$ cat config.mk
export PLATFORM = sky130hd
export DESIGN_NAME = ddr_wburst_capture
export DESIGN_NICKNAME = d
export VERILOG_FILES = /design/src/rtl/ddrw_pkg.sv /design/src/rtl/ddrw_burst_seq.sv /design/src/rtl/ddrw_beat_map.sv /design/src/rtl/ddrw_store.sv /design/src/rtl/ddr_wburst_capture.sv
export SDC_FILE = /design/constraint.sdc
export NUM_CORES = 1
export LEC_CHECK = 0
export ABC_AREA = 1
export BUFFER_PORTS_ARGS = -buffer_cell sky130_fd_sc_hd__buf_4
export CELL_PAD_IN_SITES_DETAIL_PLACEMENT = 0
export CELL_PAD_IN_SITES_GLOBAL_PLACEMENT = 1
export CORE_AREA = 2 2 242 244
export DETAILED_ROUTE_END_ITERATION = 12
export DIE_AREA = 0 0 244 246
export PLACE_DENSITY_LB_ADDON = 0.1
export SLEW_MARGIN = 20
export SYNTH_ARGS = -nofsm -noshare
export SYNTH_HDL_FRONTEND = slang
export SYNTH_HIERARCHICAL = 1
export SYNTH_SLANG_ARGS = --single-unit
$ cat constraint.sdc
create_clock -name clk_i -period 4.9 [get_ports clk_i]
set_input_delay 0.49 -clock clk_i [delete_from_list [all_inputs] [get_ports clk_i]]
set_output_delay 0.49 -clock clk_i [all_outputs]
set_load 0.005 [all_outputs]
$ cat src/rtl/ddrw_pkg.sv
package ddrw_pkg;
  typedef enum logic [1:0] {
    CMD_NOP = 2'b00,
    CMD_WR  = 2'b01,
    CMD_WRA = 2'b10,
    CMD_RSV = 2'b11
  } cmd_e;

  function automatic logic is_write(input logic [1:0] code);
    return (code == CMD_WR) || (code == CMD_WRA);
  endfunction
endpackage

$ cat src/rtl/ddrw_burst_seq.sv
module ddrw_burst_seq #(
  parameter int BW    = 2,
  parameter int CW    = 4,
  parameter int PAIRS = 2,
  localparam int PW   = (PAIRS > 1) ? $clog2(PAIRS) : 1
) (
  input  logic          clk,
  input  logic          rst,
  input  logic [1:0]    cmd_i,
  input  logic [BW-1:0] bank_i,
  input  logic [CW-1:0] col_i,
  output logic          busy_o,
  output logic [BW-1:0] bank_o,
  output logic [CW-1:0] col_o,
  output logic [PW-1:0] pair_o,
  output logic          illegal_o
);
  import ddrw_pkg::*;

  logic          busy_q, autop_q, illegal_q;
  logic [BW-1:0] bank_q;
  logic [CW-1:0] col_q;
  logic [PW-1:0] pair_q;
  logic          wr_hit, last_pair, cut_short;

  assign wr_hit    = is_write(cmd_i);
  assign last_pair = (pair_q == PW'(PAIRS - 1));
  assign cut_short = busy_q && !last_pair;

  always_ff @(posedge clk) begin
    if (rst) begin
      busy_q    <= 1'b0;
      autop_q   <= 1'b0;
      illegal_q <= 1'b0;
      bank_q    <= '0;
      col_q     <= '0;
      pair_q    <= '0;
    end else begin
      illegal_q <= wr_hit && cut_short && autop_q;
      if (wr_hit) begin
        busy_q  <= 1'b1;
        autop_q <= (cmd_i == CMD_WRA);
        bank_q  <= bank_i;
        col_q   <= col_i;
        pair_q  <= '0;
      end else if (busy_q) begin
        if (last_pair) begin
          busy_q <= 1'b0;
          pair_q <= '0;
        end else begin
          pair_q <= pair_q + 1'b1;
        end
      end
    end
  end

  assign busy_o    = busy_q;
  assign bank_o    = bank_q;
  assign col_o     = col_q;
  assign pair_o    = pair_q;
  assign illegal_o = illegal_q;
endmodule

$ cat src/rtl/ddrw_beat_map.sv
module ddrw_beat_map #(
  parameter int BW  = 2,
  parameter int CW  = 4,
  parameter int DW  = 8,
  parameter int BL  = 4,
  localparam int PAIRS = BL / 2,
  localparam int PW    = (PAIRS > 1) ? $clog2(PAIRS) : 1,
  localparam int LBW   = $clog2(BL)
) (
  input  logic          clk,
  input  logic          rst,
  input  logic          busy_i,
  input  logic [BW-1:0] bank_i,
  input  logic [CW-1:0] col_i,
  input  logic [PW-1:0] pair_i,
  input  logic [DW-1:0] dq_rise_i,
  input  logic [DW-1:0] dq_fall_i,
  input  logic          dm_rise_i,
  input  logic          dm_fall_i,
  output logic          en_rise_o,
  output logic          en_fall_o,
  output logic [BW-1:0] bank_o,
  output logic [CW-1:0] col_rise_o,
  output logic [CW-1:0] col_fall_o,
  output logic [DW-1:0] data_rise_o,
  output logic [DW-1:0] data_fall_o
);
  logic [LBW-1:0] base, off_rise, off_fall;
  logic [CW-1:0]  col_rise_d, col_fall_d;

  always_comb begin
    base       = col_i[LBW-1:0];
    off_rise   = base + LBW'({pair_i, 1'b0});
    off_fall   = base + LBW'({pair_i, 1'b1});
    col_rise_d = {col_i[CW-1:LBW], off_rise};
    col_fall_d = {col_i[CW-1:LBW], off_fall};
  end

  always_ff @(posedge clk) begin
    if (rst) begin
      en_rise_o   <= 1'b0;
      en_fall_o   <= 1'b0;
      bank_o      <= '0;
      col_rise_o  <= '0;
      col_fall_o  <= '0;
      data_rise_o <= '0;
      data_fall_o <= '0;
    end else begin
      en_rise_o   <= busy_i && !dm_rise_i;
      en_fall_o   <= busy_i && !dm_fall_i;
      bank_o      <= bank_i;
      col_rise_o  <= col_rise_d;
      col_fall_o  <= col_fall_d;
      data_rise_o <= dq_rise_i;
      data_fall_o <= dq_fall_i;
    end
  end
endmodule

$ cat src/rtl/ddrw_store.sv
module ddrw_store #(
  parameter int BANKS = 4,
  parameter int COLS  = 16,
  parameter int DW    = 8,
  localparam int BW    = $clog2(BANKS),
  localparam int CW    = $clog2(COLS),
  localparam int AW    = BW + CW - 1,
  localparam int DEPTH = BANKS * COLS / 2
) (
  input  logic          clk,
  input  logic          en_rise_i,
  input  logic          en_fall_i,
  input  logic [BW-1:0] bank_i,
  input  logic [CW-1:0] col_rise_i,
  input  logic [CW-1:0] col_fall_i,
  input  logic [DW-1:0] data_rise_i,
  input  logic [DW-1:0] data_fall_i,
  input  logic [BW-1:0] rd_bank_i,
  input  logic [CW-1:0] rd_col_i,
  output logic [DW-1:0] rd_data_o
);
  logic rd_sel_q;

  genvar p;
  generate
    for (p = 0; p < 2; p++) begin : g_par
      logic          we;
      logic [AW-1:0] waddr, raddr;
      logic [DW-1:0] wdat, rq;
      logic [DW-1:0] mem [DEPTH];
      logic          rise_here;

      assign rise_here = (col_rise_i[0] == 1'(p));
      assign we    = rise_here ? en_rise_i : en_fall_i;
      assign waddr = rise_here ? {bank_i, col_rise_i[CW-1:1]}
                               : {bank_i, col_fall_i[CW-1:1]};
      assign wdat  = rise_here ? data_rise_i : data_fall_i;
      assign raddr = {rd_bank_i, rd_col_i[CW-1:1]};

      always_ff @(posedge clk) begin
        if (we) mem[waddr] <= wdat;
        rq <= mem[raddr];
      end
    end
  endgenerate

  always_ff @(posedge clk) rd_sel_q <= rd_col_i[0];

  assign rd_data_o = rd_sel_q ? g_par[1].rq : g_par[0].rq;
endmodule

$ cat src/rtl/ddr_wburst_capture.sv
module ddr_wburst_capture #(
  parameter int BANKS = 4,
  parameter int COLS  = 16,
  parameter int DW    = 8,
  parameter int BL    = 4,
  localparam int BW    = $clog2(BANKS),
  localparam int CW    = $clog2(COLS),
  localparam int PAIRS = BL / 2,
  localparam int PW    = (PAIRS > 1) ? $clog2(PAIRS) : 1
) (
  input  logic          clk_i,
  input  logic          rst_i,
  input  logic [1:0]    cmd_i,
  input  logic [BW-1:0] bank_i,
  input  logic [CW-1:0] col_i,
  input  logic [DW-1:0] dq_rise_i,
  input  logic [DW-1:0] dq_fall_i,
  input  logic          dm_rise_i,
  input  logic          dm_fall_i,
  input  logic [BW-1:0] rd_bank_i,
  input  logic [CW-1:0] rd_col_i,
  output logic          wr_en_rise_o,
  output logic          wr_en_fall_o,
  output logic [BW-1:0] wr_bank_o,
  output logic [CW-1:0] wr_col_rise_o,
  output logic [CW-1:0] wr_col_fall_o,
  output logic [DW-1:0] wr_data_rise_o,
  output logic [DW-1:0] wr_data_fall_o,
  output logic          illegal_o,
  output logic [DW-1:0] rd_data_o
);
  logic          seq_busy;
  logic [BW-1:0] seq_bank;
  logic [CW-1:0] seq_col;
  logic [PW-1:0] seq_pair;

  ddrw_burst_seq #(.BW(BW), .CW(CW), .PAIRS(PAIRS)) u_seq (
    .clk       (clk_i),
    .rst       (rst_i),
    .cmd_i     (cmd_i),
    .bank_i    (bank_i),
    .col_i     (col_i),
    .busy_o    (seq_busy),
    .bank_o    (seq_bank),
    .col_o     (seq_col),
    .pair_o    (seq_pair),
    .illegal_o (illegal_o)
  );

  ddrw_beat_map #(.BW(BW), .CW(CW), .DW(DW), .BL(BL)) u_map (
    .clk         (clk_i),
    .rst         (rst_i),
    .busy_i      (seq_busy),
    .bank_i      (seq_bank),
    .col_i       (seq_col),
    .pair_i      (seq_pair),
    .dq_rise_i   (dq_rise_i),
    .dq_fall_i   (dq_fall_i),
    .dm_rise_i   (dm_rise_i),
    .dm_fall_i   (dm_fall_i),
    .en_rise_o   (wr_en_rise_o),
    .en_fall_o   (wr_en_fall_o),
    .bank_o      (wr_bank_o),
    .col_rise_o  (wr_col_rise_o),
    .col_fall_o  (wr_col_fall_o),
    .data_rise_o (wr_data_rise_o),
    .data_fall_o (wr_data_fall_o)
  );

  ddrw_store #(.BANKS(BANKS), .COLS(COLS), .DW(DW)) u_store (
    .clk         (clk_i),
    .en_rise_i   (wr_en_rise_o),
    .en_fall_i   (wr_en_fall_o),
    .bank_i      (wr_bank_o),
    .col_rise_i  (wr_col_rise_o),
    .col_fall_i  (wr_col_fall_o),
    .data_rise_i (wr_data_rise_o),
    .data_fall_i (wr_data_fall_o),
    .rd_bank_i   (rd_bank_i),
    .rd_col_i    (rd_col_i),
    .rd_data_o   (rd_data_o)
  );
endmodule

Word level (Yosys, flattened, before mapping)
Memory sizes are Yosys's and may differ from the RTL's. A register that Yosys moved wholly into a read port is not among the register bits. Cells that the tools add are included.

Register bits: 39. Bits in writable memories: 512. Memories: 2. Input port bits: 34.

Memories: u_store.g_par[0].mem (words 32, bits a word 8, read ports 1, clocked after Yosys merged registers in 1, write ports 1, RTL line ddrw_store.sv:30) `logic [DW-1:0] mem [DEPTH];`; u_store.g_par[1].mem (words 32, bits a word 8, read ports 1, clocked after Yosys merged registers in 1, write ports 1, RTL line ddrw_store.sv:30).

Reduce and logical (&&, ||, !) cells: 10. Mux-type cells: 15. Add/sub/neg operators: 3. Eq/ne operators: 2.

Operator list (number): $mux 8 (3); $mux 1 (10); $mux 3 (2); $logic_and 1x1->1 (5); $add 2x2->2 (2); $logic_not 1->1 (3); $eq 2x1->1 const B (1); $eq 2x2->1 const B (1); $reduce_or 2->1 (1); $add 1x1->1 const B (1); $logic_or 1x1->1 (1).

Logic depth before layout (Yosys ltp)
Gate-level depths: netlist (run 1).

Depth in word-level cells: 4. Gate-level depth with buffers: 12. Mapped depth without buffers: 9.

Cells and area by module
The synthesis (run 1) kept the hierarchy.

By module, submodules not included: ddrw_store (instances 1, cells each 1920, area an instance 21674.5 um^2); ddrw_beat_map (instances 1, cells each 90, area an instance 797.0 um^2); ddrw_burst_seq (instances 1, cells each 45, area an instance 375.4 um^2).

Least setup slack after synthesis (run 1)
OpenSTA, ideal clock, no wires.

Kind: register -> register. From: register u_map.col_rise_o[0]. To: memory u_store.g_par[1].mem[0][5], data pin. Required time: 4.446 ns. Buffers on the path: 2. Cell stages (with the launch flop): 5. Data arrival time: 2.308 ns. Slack: 2.138 ns. Clock period less this slack: 2.762 ns. Cell sequence: dfxtp_1 inv_2 buf_2 clkbuf_1 o21ai_0.

Longest elaborated chain between the ends: 1.

RTL lines: start: declaration (RTL line ddrw_beat_map.sv:23) `output logic [CW-1:0] col_rise_o,`; start signal: assignment (RTL line ddrw_beat_map.sv:52) `col_rise_o <= col_rise_d;`; $mux 8 (RTL line ddrw_store.sv:37) `assign wdat = rise_here ? data_rise_i : data_fall_i;`; net u_store.g_par[1].wdat[5] (RTL line ddrw_store.sv:29) `logic [DW-1:0] wdat, rq;`; end: declaration (RTL line ddrw_store.sv:30).

The timed path passes the listed nets, and every way through them passes these cells.

Final worst setup path (run 1)
From: register u_map.col_rise_o[0]. To: memory u_store.g_par[0].mem[25][2], enable pin.

Longest elaborated chain between the ends: 3.

RTL lines: $mux 1 (RTL line ddrw_store.sv:34) `assign we = rise_here ? en_rise_i : en_fall_i;`; $mux 1 (RTL line ddrw_store.sv:41) `if (we) mem[waddr] <= wdat;`; $mux 1 (not written as such) (RTL line ddrw_store.sv:41); end: declaration (RTL line ddrw_store.sv:30).

Several ways; a longest one is shown, not always the timed one.

==> results.toml, run 1 <==
[outcome]
outcome = "completed"

[floorplanning]
ios = 71
die_x_um = 244
core-area_um2 = 57370
die_h_um = 246
initial_core_util = 0.3983
die-area_um2 = 60020
rows = 88

[synth]
synth_area_per_cell_um2 = 11.12
yosysUniqueCellTypes = 22
synth_mux_area_frac = 0.003943
post-synth-top-count-cell = "nand2_1"
synth_edf_count = 512
yosys_most_used_dff = "edfxtp_1"
yosys_warnings = 6
syn_area_um2 = 22850
synth_top_cell_area_share = 0.6729
synth-seq-cells = 565
synthAdderAreaFrac = 0.0005476
yosys.area_share.simple = 0.2369
synth_common_cells = "nand2_1, edfxtp_1, nand3_1"
syn-num-nets = 2090
ys_seq_area_frac = 0.7194
synthXorXnorAreaFrac = 0
ys_top_cells_by_area = "edfxtp_1, nand2_1, nand3_1"
synth_compound_area_frac = 0.006243
synth_cells = 2055
async_flop_share = 0
synth_top_family_by_area = "simple AND/OR/NAND/NOR gates"
synth_top_cell_by_area = "edfxtp_1"

[sta]
fmax_ghz = 0.3531
hold_violations = 0
period_needed_ns = 2.832
skew_ns = 0.01759
finalMaxSlewViolations = 0
tns_ns = 0
slew_headroom = 0.2883
grt_setup_unrepaired = "no"
fin_crit_sh = 0.5779
setup_viol = 0
worstMarginPinSlew_ns = 1.059
whs_ns = 0.06639

[cells_and_area]
final_nets = 2140
layout-drive-gt1-share = 0.1101
syn2layout_area_growth_pct = 13.72
stdcell_area_um2 = 25980
fin_util = 0.4529
n_antenna_cell = 0

[worst_setup_path]
critPathLaunchType = "register"
cpPeakStageDelay_ns = 0.79
cp_slowest_cell = "nor2_1"
r2r_slack_ns = 2.07
cp.arrival_ns = 3.07
cp.required_ns = 5.14
crit_path_end_kind = "register"
crit_fanout = 26
critPathKind = "reg -> reg"
crit_chain = "buf_4 -> inv_2 -> or2_1 -> o21ai_2 -> nand3_2 -> nor2_1"

[pwr]
power_mw = 10.29
peakVddDrop_v = 0.0002607
p_per_area_nw_per_um2 = 396.2
leakagePower_nw = 9.737

[route]
drcViolationCount = 0
vias = 15000
wl_per_cell_um = 21.13
first_pass_iters = 5
drtIter0Drc = 1159
wirelength_mm = 61.66
drtAntennaViolNets = 0
vias_per_cell = 5.139

[place]
hpwl_mm = 35.84
gp_congestion = 0.7541
io_buffers = 70
dpl-instance-area_um2 = 24140

[cts]
clk_pin_slew_ns = 0.06
cts-root-buf = "clkbuf_16"
ctsResizeCount = 0
cts-buffers-inserted = 60
clk_latency_ns = 0.61
cts_buffer_depth = 3
clock-sinks = 565
cts_tree = "built"
h-tree-depth = 2

[worst_hold_path]
min_path_type = "in -> reg"

[global_route]
grt.overflow.total = 0
grtUsageTotal = 0.2073
antenna_found_initial = 0
grt_pass1_vias = 14580
grt_max_degree = 134
grt_first_pass_wirelength_mm = 93.20

[flow_run]
maxCapViolations = 0
[critical path: cells and delay by family (launching register included)]
family	cells	cell delay [ns]
buf+inv	2	0.62
flops	1	0.31
compound gates	1	0.13
simple gates	3	1.40
[routing by layer]
layer / track usage / part of all wire / up-vias
met5: 0 / 0 / -
met4: 0.04035 / 0.014 / 0
met3: 0.03159 / 0.055 / 59
met2: 0.3246 / 0.45 / 393
met1: 0.3078 / 0.48 / 7399
li1: - / - / 7146
[power breakdown]
group / leakage (nW) / switching [mW] / internal [mW]
logic: 3.77 / 0.522 / 0.198
clock network: 0.885 / 1.81 / 2.41
registers: 5.08 / 0.0313 / 5.32
[flip-flops by register name, summed over array words and instances (netlist names)]
register,count
u_store/g_par.mem,512
u_store/g_par.rq,16
u_map/data_fall_o,8
u_map/data_rise_o,8
u_seq/col_o,4
u_map/col_fall_o,3
u_map/col_rise_o,3
u_map/bank_o,2
u_seq/bank_o,2
u_map/en_fall_o,1
u_map/en_rise_o,1
u_seq/autop_q,1
u_seq/busy_o,1
u_seq/illegal_o,1
u_seq/pair_o,1
u_store/rd_sel_q,1
[kinds of logic after synthesis]
logic type / Yosys count
compound gates: 24
flops: 565
fa+ha+maj: 1
simple gates: 1285
mux: 8
buf+inv: 172
[area by class of cell]
class	count	area (µm²)
clock buffers	85	1637
clock inverters	25	166.4
fillers	5393	31380
inverters	53	210.2
multi-input cells	1318	5733
flip-flops and latches	565	16440
well taps	765	957.2
repair buffers	107	842.1
[layout by cell type, fill, tap and decap left out]
| master | count |
|---|---|
| inv_2 | 7 |
| nor3_1 | 7 |
| nand3_2 | 9 |
| dfxtp_1 | 53 |
| nor2_2 | 1 |
| mux2_2 | 8 |
| dlygate4sd3_1 | 3 |
| bufinv_16 | 2 |
| buf_12 | 2 |
| clkinv_1 | 9 |
| nor2_1 | 83 |
| or2_1 | 4 |
| inv_8 | 1 |
| clkbuf_8 | 3 |
| nor2_8 | 1 |
| buf_4 | 101 |
| a21oi_1 | 2 |
| clkbuf_16 | 61 |
| clkinvlp_4 | 1 |
| clkinv_2 | 14 |
| nor3_2 | 3 |
| o21ai_2 | 22 |
| ha_1 | 1 |
| clkbuf_1 | 22 |
| edfxtp_1 | 512 |
| nand2_1 | 784 |
| nand3_1 | 393 |
| inv_1 | 43 |
| inv_4 | 1 |
[worst paths after layout]
check,start,endpoint,cells after the start
worst max-delay path,u_map/col_rise_o[0]$_SDFF_PP0_,u_store/g_par[0].mem[25][2]$_DFFE_PP_,6
worst min register to register,u_seq/col_o[3]$_SDFFE_PP0P_,u_map/col_rise_o[3]$_SDFF_PP0_,2
worst min-delay path,col_i[1],u_seq/col_o[1]$_SDFFE_PP0P_,3
worst max register to register,u_map/col_rise_o[0]$_SDFF_PP0_,u_store/g_par[0].mem[25][2]$_DFFE_PP_,6
[through the flow]
step / cells / setup slack (ns)
after floorplan: 2055 / 2.138
after detailed placement: 2805 / 1.815
final: 2918 / 2.068
after CTS: 2918 / 2.010
after global placement: 2805 / 1.847
after global routing: 2918 / 1.838
[repair_timing]
item                      4_1_cts  5_1_grt
hold buffers                    3        0
hold endpoints to repair        3        0
setup buffers                   0        0
(Power assumes the default switching activity.)
==> run 2, diff against run 1 <==
==> constraint.sdc (replaced) <==
create_clock -name clk_i -period 2.5 [get_ports clk_i]
set_input_delay 0.25 -clock clk_i [delete_from_list [all_inputs] [get_ports clk_i]]
set_output_delay 0.25 -clock clk_i [all_outputs]
set_load 0.005 [all_outputs]
==> results.toml, run 2 (synthesis results as in run 1) <==
[cts]
post_cts_buffers = 0
cts-root-buf = "clkbuf_16"
cts_buffer_depth = 3
clk_pin_slew_ns = 0.06
cts_tree = "built"
clk_latency_ns = 0.62
clock-sinks = 565
cts-buffers-inserted = 59
h-tree-depth = 2

[worst_setup_path]
r2r_end = "u_store/g_par[1].mem[11][0]$_DFFE_PP_"
cp.arrival_ns = 2.44
crit_fanout = 17
r2r_slack_ns = 0.37
crit_path_end_kind = "register"
r2r_cells = 7
critPathLaunchType = "register"
critPathKind = "reg -> reg"
r2r_start = "u_map/col_rise_o[0]$_SDFF_PP0_"
cp.required_ns = 2.81

[cells_and_area]
reg.largest.list = "u_store/g_par.mem x512, u_store/g_par.rq x16"
layout_common_cells = "nand2_1, edfxtp_1, nand3_1"
largest_register_ffs = 512
n_antenna_cell = 0
stdcell_area_um2 = 27240
fillers = 5214
layout-drive-gt1-share = 0.1374
regMostFlops = "u_store/g_par.mem"
layout_commonest_cell = "nand2_1"
fin_cells = 3028
fin_util = 0.4748
syn2layout_area_growth_pct = 19.22
final_nets = 2248

[route]
drtIter0Drc = 1322
first_pass_iters = 5
drtAntennaViolNets = 0
vias_per_cell = 5.045
wirelength_mm = 62.14
wl_per_cell_um = 20.52
vias = 15280
drcViolationCount = 0

[pwr]
p_per_area_nw_per_um2 = 760.8
leakagePower_nw = 10.41
peakVddDrop_v = 0.0005480

[outcome]
outcome = "completed"

[sta]
setup_viol = 0
worstMarginPinSlew_ns = 0.9460
slew_headroom = 0.3693
grt_setup_unrepaired = "no"
period_needed_ns = 2.129
finalMaxSlewViolations = 0
fmax_ghz = 0.4697
fin_ws_ns = 0.3710
hold_violations = 0
whs_ns = 0.05422
skew_ns = 0.02424
fin_crit_sh = 0.8516

[worst_hold_path]
hp-start = "cmd_i[0]"
hold_end = "u_seq/autop_q$_SDFFE_PP0P_"
min_path_type = "in -> reg"
holdPathStages = 5

[place]
gp_congestion = 0.7767
place_inst = 2875
hpwl_mm = 37.69
io_buffers = 70
dpl-instance-area_um2 = 24880
place_ws_ns = 0.4106

[global_route]
grt_max_degree = 140
grt.overflow.total = 0
grtUsageTotal = 0.2096
antenna_found_initial = 0
grt_first_pass_wirelength_mm = 93.05
grt_pass1_vias = 15190

[floorplanning]
die-area_um2 = 60020
rows = 88
die_x_um = 244
core-area_um2 = 57370
die_h_um = 246
initial_core_util = 0.3983
ios = 71

[flow_run]
maxCapViolations = 0
run 2: routing by layer:
layer  global-route usage  wire, µm
met2               0.3331     28290
met1               0.2991     28720
met4              0.05954      1530
met3              0.03235      3600
met5                    0         0
run 2: layout make-up:
class,count,area [µm²],area share
flip-flops and latches,565,16440,0.6034
clock buffers,82,1655,0.06077
repair buffers,216,1983,0.07281
clock inverters,29,279.0,0.01024
multi-input cells,1318,5718,0.2099
inverters,53,209.0,0.007671
well taps,765,957.2,0.03514
run 2: worst max path at each step:
stage                              startpoint                                    end  slack, ns  cells past startpoint
3_3_place_gp   u_map/col_rise_o[0]$_SDFF_PP0_  u_store/g_par[1].mem[11][0]$_DFFE_PP_       0.44                      7
2_1_floorplan  u_map/col_rise_o[0]$_SDFF_PP0_   u_store/g_par[0].mem[0][6]$_DFFE_PP_      -0.08                      3
4_1_cts        u_map/col_rise_o[0]$_SDFF_PP0_  u_store/g_par[1].mem[29][2]$_DFFE_PP_       0.40                      7
3_5_place_dp   u_map/col_rise_o[0]$_SDFF_PP0_  u_store/g_par[1].mem[29][2]$_DFFE_PP_       0.41                      7
5_1_grt        u_map/col_rise_o[0]$_SDFF_PP0_  u_store/g_par[0].mem[16][2]$_DFFE_PP_       0.29                      6
6_report       u_map/col_rise_o[0]$_SDFF_PP0_  u_store/g_par[1].mem[11][0]$_DFFE_PP_       0.37                      7
run 2: metrics by stage:
step | power [mW] | TNS, ns
floorplan | 11.48 | -4.810
global placement | 12.20 | 0
detailed placement | 12.20 | 0
CTS | 20.94 | 0
global route | 21.44 | 0
finish | 20.72 | 0
run 2: critical path: stages, from the launching register on:
cell and delay (ns):
dfxtp_1 0.31, inv_2 0.11, buf_4 0.25, nand2_1 0.11, o21ai_2 0.17, nand3_2 0.45, nor2_1 0.22, buf_4 0.21
run 2: report_power, final:
group	internal (mW)	switching, mW
Combinational	0.485	1.07
Sequential	10.4	0.0489
Clock	5.12	3.57
run 2: what timing repair did:
| item | in CTS | in global routing |
|---|---|---|
| resized for setup | 0 | 0 |
| endpoints found under the setup margin | 0 | 0 |
| hold buffers | 42 | 0 |
| endpoints found under the hold margin | 46 | 0 |
==> run 3, diff against run 2 <==
--- a/config.mk
+++ b/config.mk
@@ -13,6 +13,7 @@
 export DETAILED_ROUTE_END_ITERATION = 12
 export DIE_AREA = 0 0 244 246
 export PLACE_DENSITY_LB_ADDON = 0.1
+export SKIP_LAST_GASP = 1
 export SLEW_MARGIN = 20
 export SYNTH_ARGS = -nofsm -noshare
 export SYNTH_HDL_FRONTEND = slang
==> constraint.sdc (replaced) <==
create_clock -name clk_i -period 2 [get_ports clk_i]
set_input_delay 0.2 -clock clk_i [delete_from_list [all_inputs] [get_ports clk_i]]
set_output_delay 0.2 -clock clk_i [all_outputs]
set_load 0.005 [all_outputs]
==> results.toml, run 3 (synthesis results as in run 1) <==
[cts]
h-tree-depth = 2
cts_tree = "built"
clk_latency_ns = 0.62
clk_pin_slew_ns = 0.06
clock-sinks = 565
post_cts_buffers = 0
cts-buffers-inserted = 58
cts_buffer_depth = 3
cts-root-buf = "clkbuf_16"

[route]
drcViolationCount = 0
vias_per_cell = 5.010
first_pass_iters = 5
drtIter0Drc = 1154
drtAntennaViolNets = 0
wirelength_mm = 61.38
vias = 15290
wl_per_cell_um = 20.12

[pwr]
power.internal_mw = 19.72
leakagePower_nw = 10.59
p_seq_frac = 0.513
clock_power_share = 0.409
peakVddDrop_v = 0.0006788
power.switching_mw = 5.822
p_comb_frac = 0.079
power_mw = 25.54
swShare = 0.2280
p_per_area_nw_per_um2 = 926.7

[floorplanning]
core-area_um2 = 57370
rows = 88
die_h_um = 246
die_x_um = 244
die-area_um2 = 60020
initial_core_util = 0.3983
ios = 71

[sta]
setup_viol = 0
grt_setup_unrepaired = "no"
finalMaxSlewViolations = 0
fmax_ghz = 0.5302
period_needed_ns = 1.886
tns_ns = 0
fin_crit_sh = 0.9430
hold_violations = 0
skew_ns = 0.02209
worstMarginPinSlew_ns = 0.6311
slew_headroom = 0.5788
whs_ns = 0.2682

[worst_setup_path]
r2r_cells = 5
critPathLaunchType = "register"
crit_path_end_kind = "output port"
cp.required_ns = 1.80
r2r_end = "u_store/g_par[1].mem[15][6]$_DFFE_PP_"
r2r_slack_ns = 0.13
critPathKind = "reg -> out"
cp.arrival_ns = 1.69
crit_fanout = 8
r2r_start = "u_map/col_rise_o[0]$_SDFF_PP0_"

[global_route]
grtUsageTotal = 0.2066
grtUsageMet1 = 0.2982
grt.overflow.total = 0
use_met2 = 0.3291
antenna_found_initial = 0
busiest_layer = "met2"
grt_use_met3 = 0.03595
grt_first_pass_wirelength_mm = 93.29
grt_max_degree = 85
grt_pass1_vias = 14950

[flow_run]
maxCapViolations = 0

[place]
hpwl_mm = 37.52
gp_congestion = 0.7689
dpl-instance-area_um2 = 25270
io_buffers = 70

[cells_and_area]
stdcell_area_um2 = 27560
layout_common_cells = "nand2_1, edfxtp_1, nand3_1"
syn2layout_area_growth_pct = 20.64
layout_commonest_cell = "nand2_1"
reg.largest.list = "u_store/g_par.mem x512, u_store/g_par.rq x16"
layout-drive-gt1-share = 0.1457
largest_register_ffs = 512
regMostFlops = "u_store/g_par.mem"
n_antenna_cell = 0
final_nets = 2274
fillers = 5227
fin_util = 0.4805

[worst_hold_path]
hold_end = "u_store/rd_sel_q$_DFF_P_"
min_path_type = "in -> reg"
holdPathStages = 2
hp-start = "rd_col_i[0]"

[outcome]
outcome = "completed"
==> run 3: cell types whose count changed in the layout (fill, tap and decap cells not counted), sizes merged <==
cell         change
buf             +24
clkbuf          -11
inv              -1
clkinv          +12
clkinvlp         -3
dlygate4sd3      +3
bufinv           -1
==> run 3: layout make-up <==
cell class	count	area (µm²)	area share
clock inverter	36	265.3	0.009624
sequential	565	16440	0.5964
clock buffer	71	1564	0.05675
inverter	53	206.4	0.007490
tap	765	957.2	0.03473
timing repair buffer	243	2381	0.08639
multi-input combinational	1318	5751	0.2086
==> run 3: through the flow <==
stage / instances / setup WS, ns
floorplan: 2055 / -0.2227
global route: 3051 / 0.02537
detailed placement: 2899 / 0.1406
global placement: 2899 / 0.1051
finish: 3051 / 0.1140
CTS: 3051 / 0.08015
==> run 3: timing repair <==
item | CTS | global route
endpoints found under the setup margin | 8 | 8
hold endpoints to repair | 48 | 0
hold buffers | 45 | 0
gates resized for setup | 1 | 1
==> run 3: worst max-delay path: stages (launching register included) <==
cell     delay [ns]
dfxtp_2        0.49
mux2_2         0.44
buf_4          0.15
==> run 3: worst max-delay path by stage <==
stage	cells after the start	slack, ns	from	to
after floorplan	4	-0.22	u_map/col_rise_o[0]$_SDFF_PP0_	u_store/g_par[1].mem[0][5]$_DFFE_PP_
after global placement	6	0.11	u_map/col_rise_o[0]$_SDFF_PP0_	u_store/g_par[1].mem[22][7]$_DFFE_PP_
after detailed placement	6	0.14	u_map/col_rise_o[0]$_SDFF_PP0_	u_store/g_par[1].mem[14][1]$_DFFE_PP_
after CTS	2	0.08	u_store/rd_sel_q$_DFF_P_	rd_data_o[5]
after global routing	5	0.03	u_map/col_rise_o[0]$_SDFF_PP0_	u_store/g_par[1].mem[31][2]$_DFFE_PP_
final	2	0.11	u_store/rd_sel_q$_DFF_P_	rd_data_o[5]
==> run 3: power groups by stage <==
| stage | clock, mW | sequential (mW) | combinational [mW] |
|---|---|---|---|
| final | 10.4 | 13.1 | 2.01 |
| after detailed placement | 0 | 13.3 | 1.97 |
| after global placement | 0 | 13.3 | 1.96 |
| after CTS | 10.7 | 13.1 | 2.04 |
| after global routing | 11.2 | 13.1 | 2.22 |
| after floorplan | 0 | 13.3 | 1.03 |
==> run 3: per-layer routing <==
metal	up-vias	share of wire
li1	7408	-
met1	7388	0.47
met2	421	0.46
met3	68	0.058
met4	0	0.016
met5	-	0
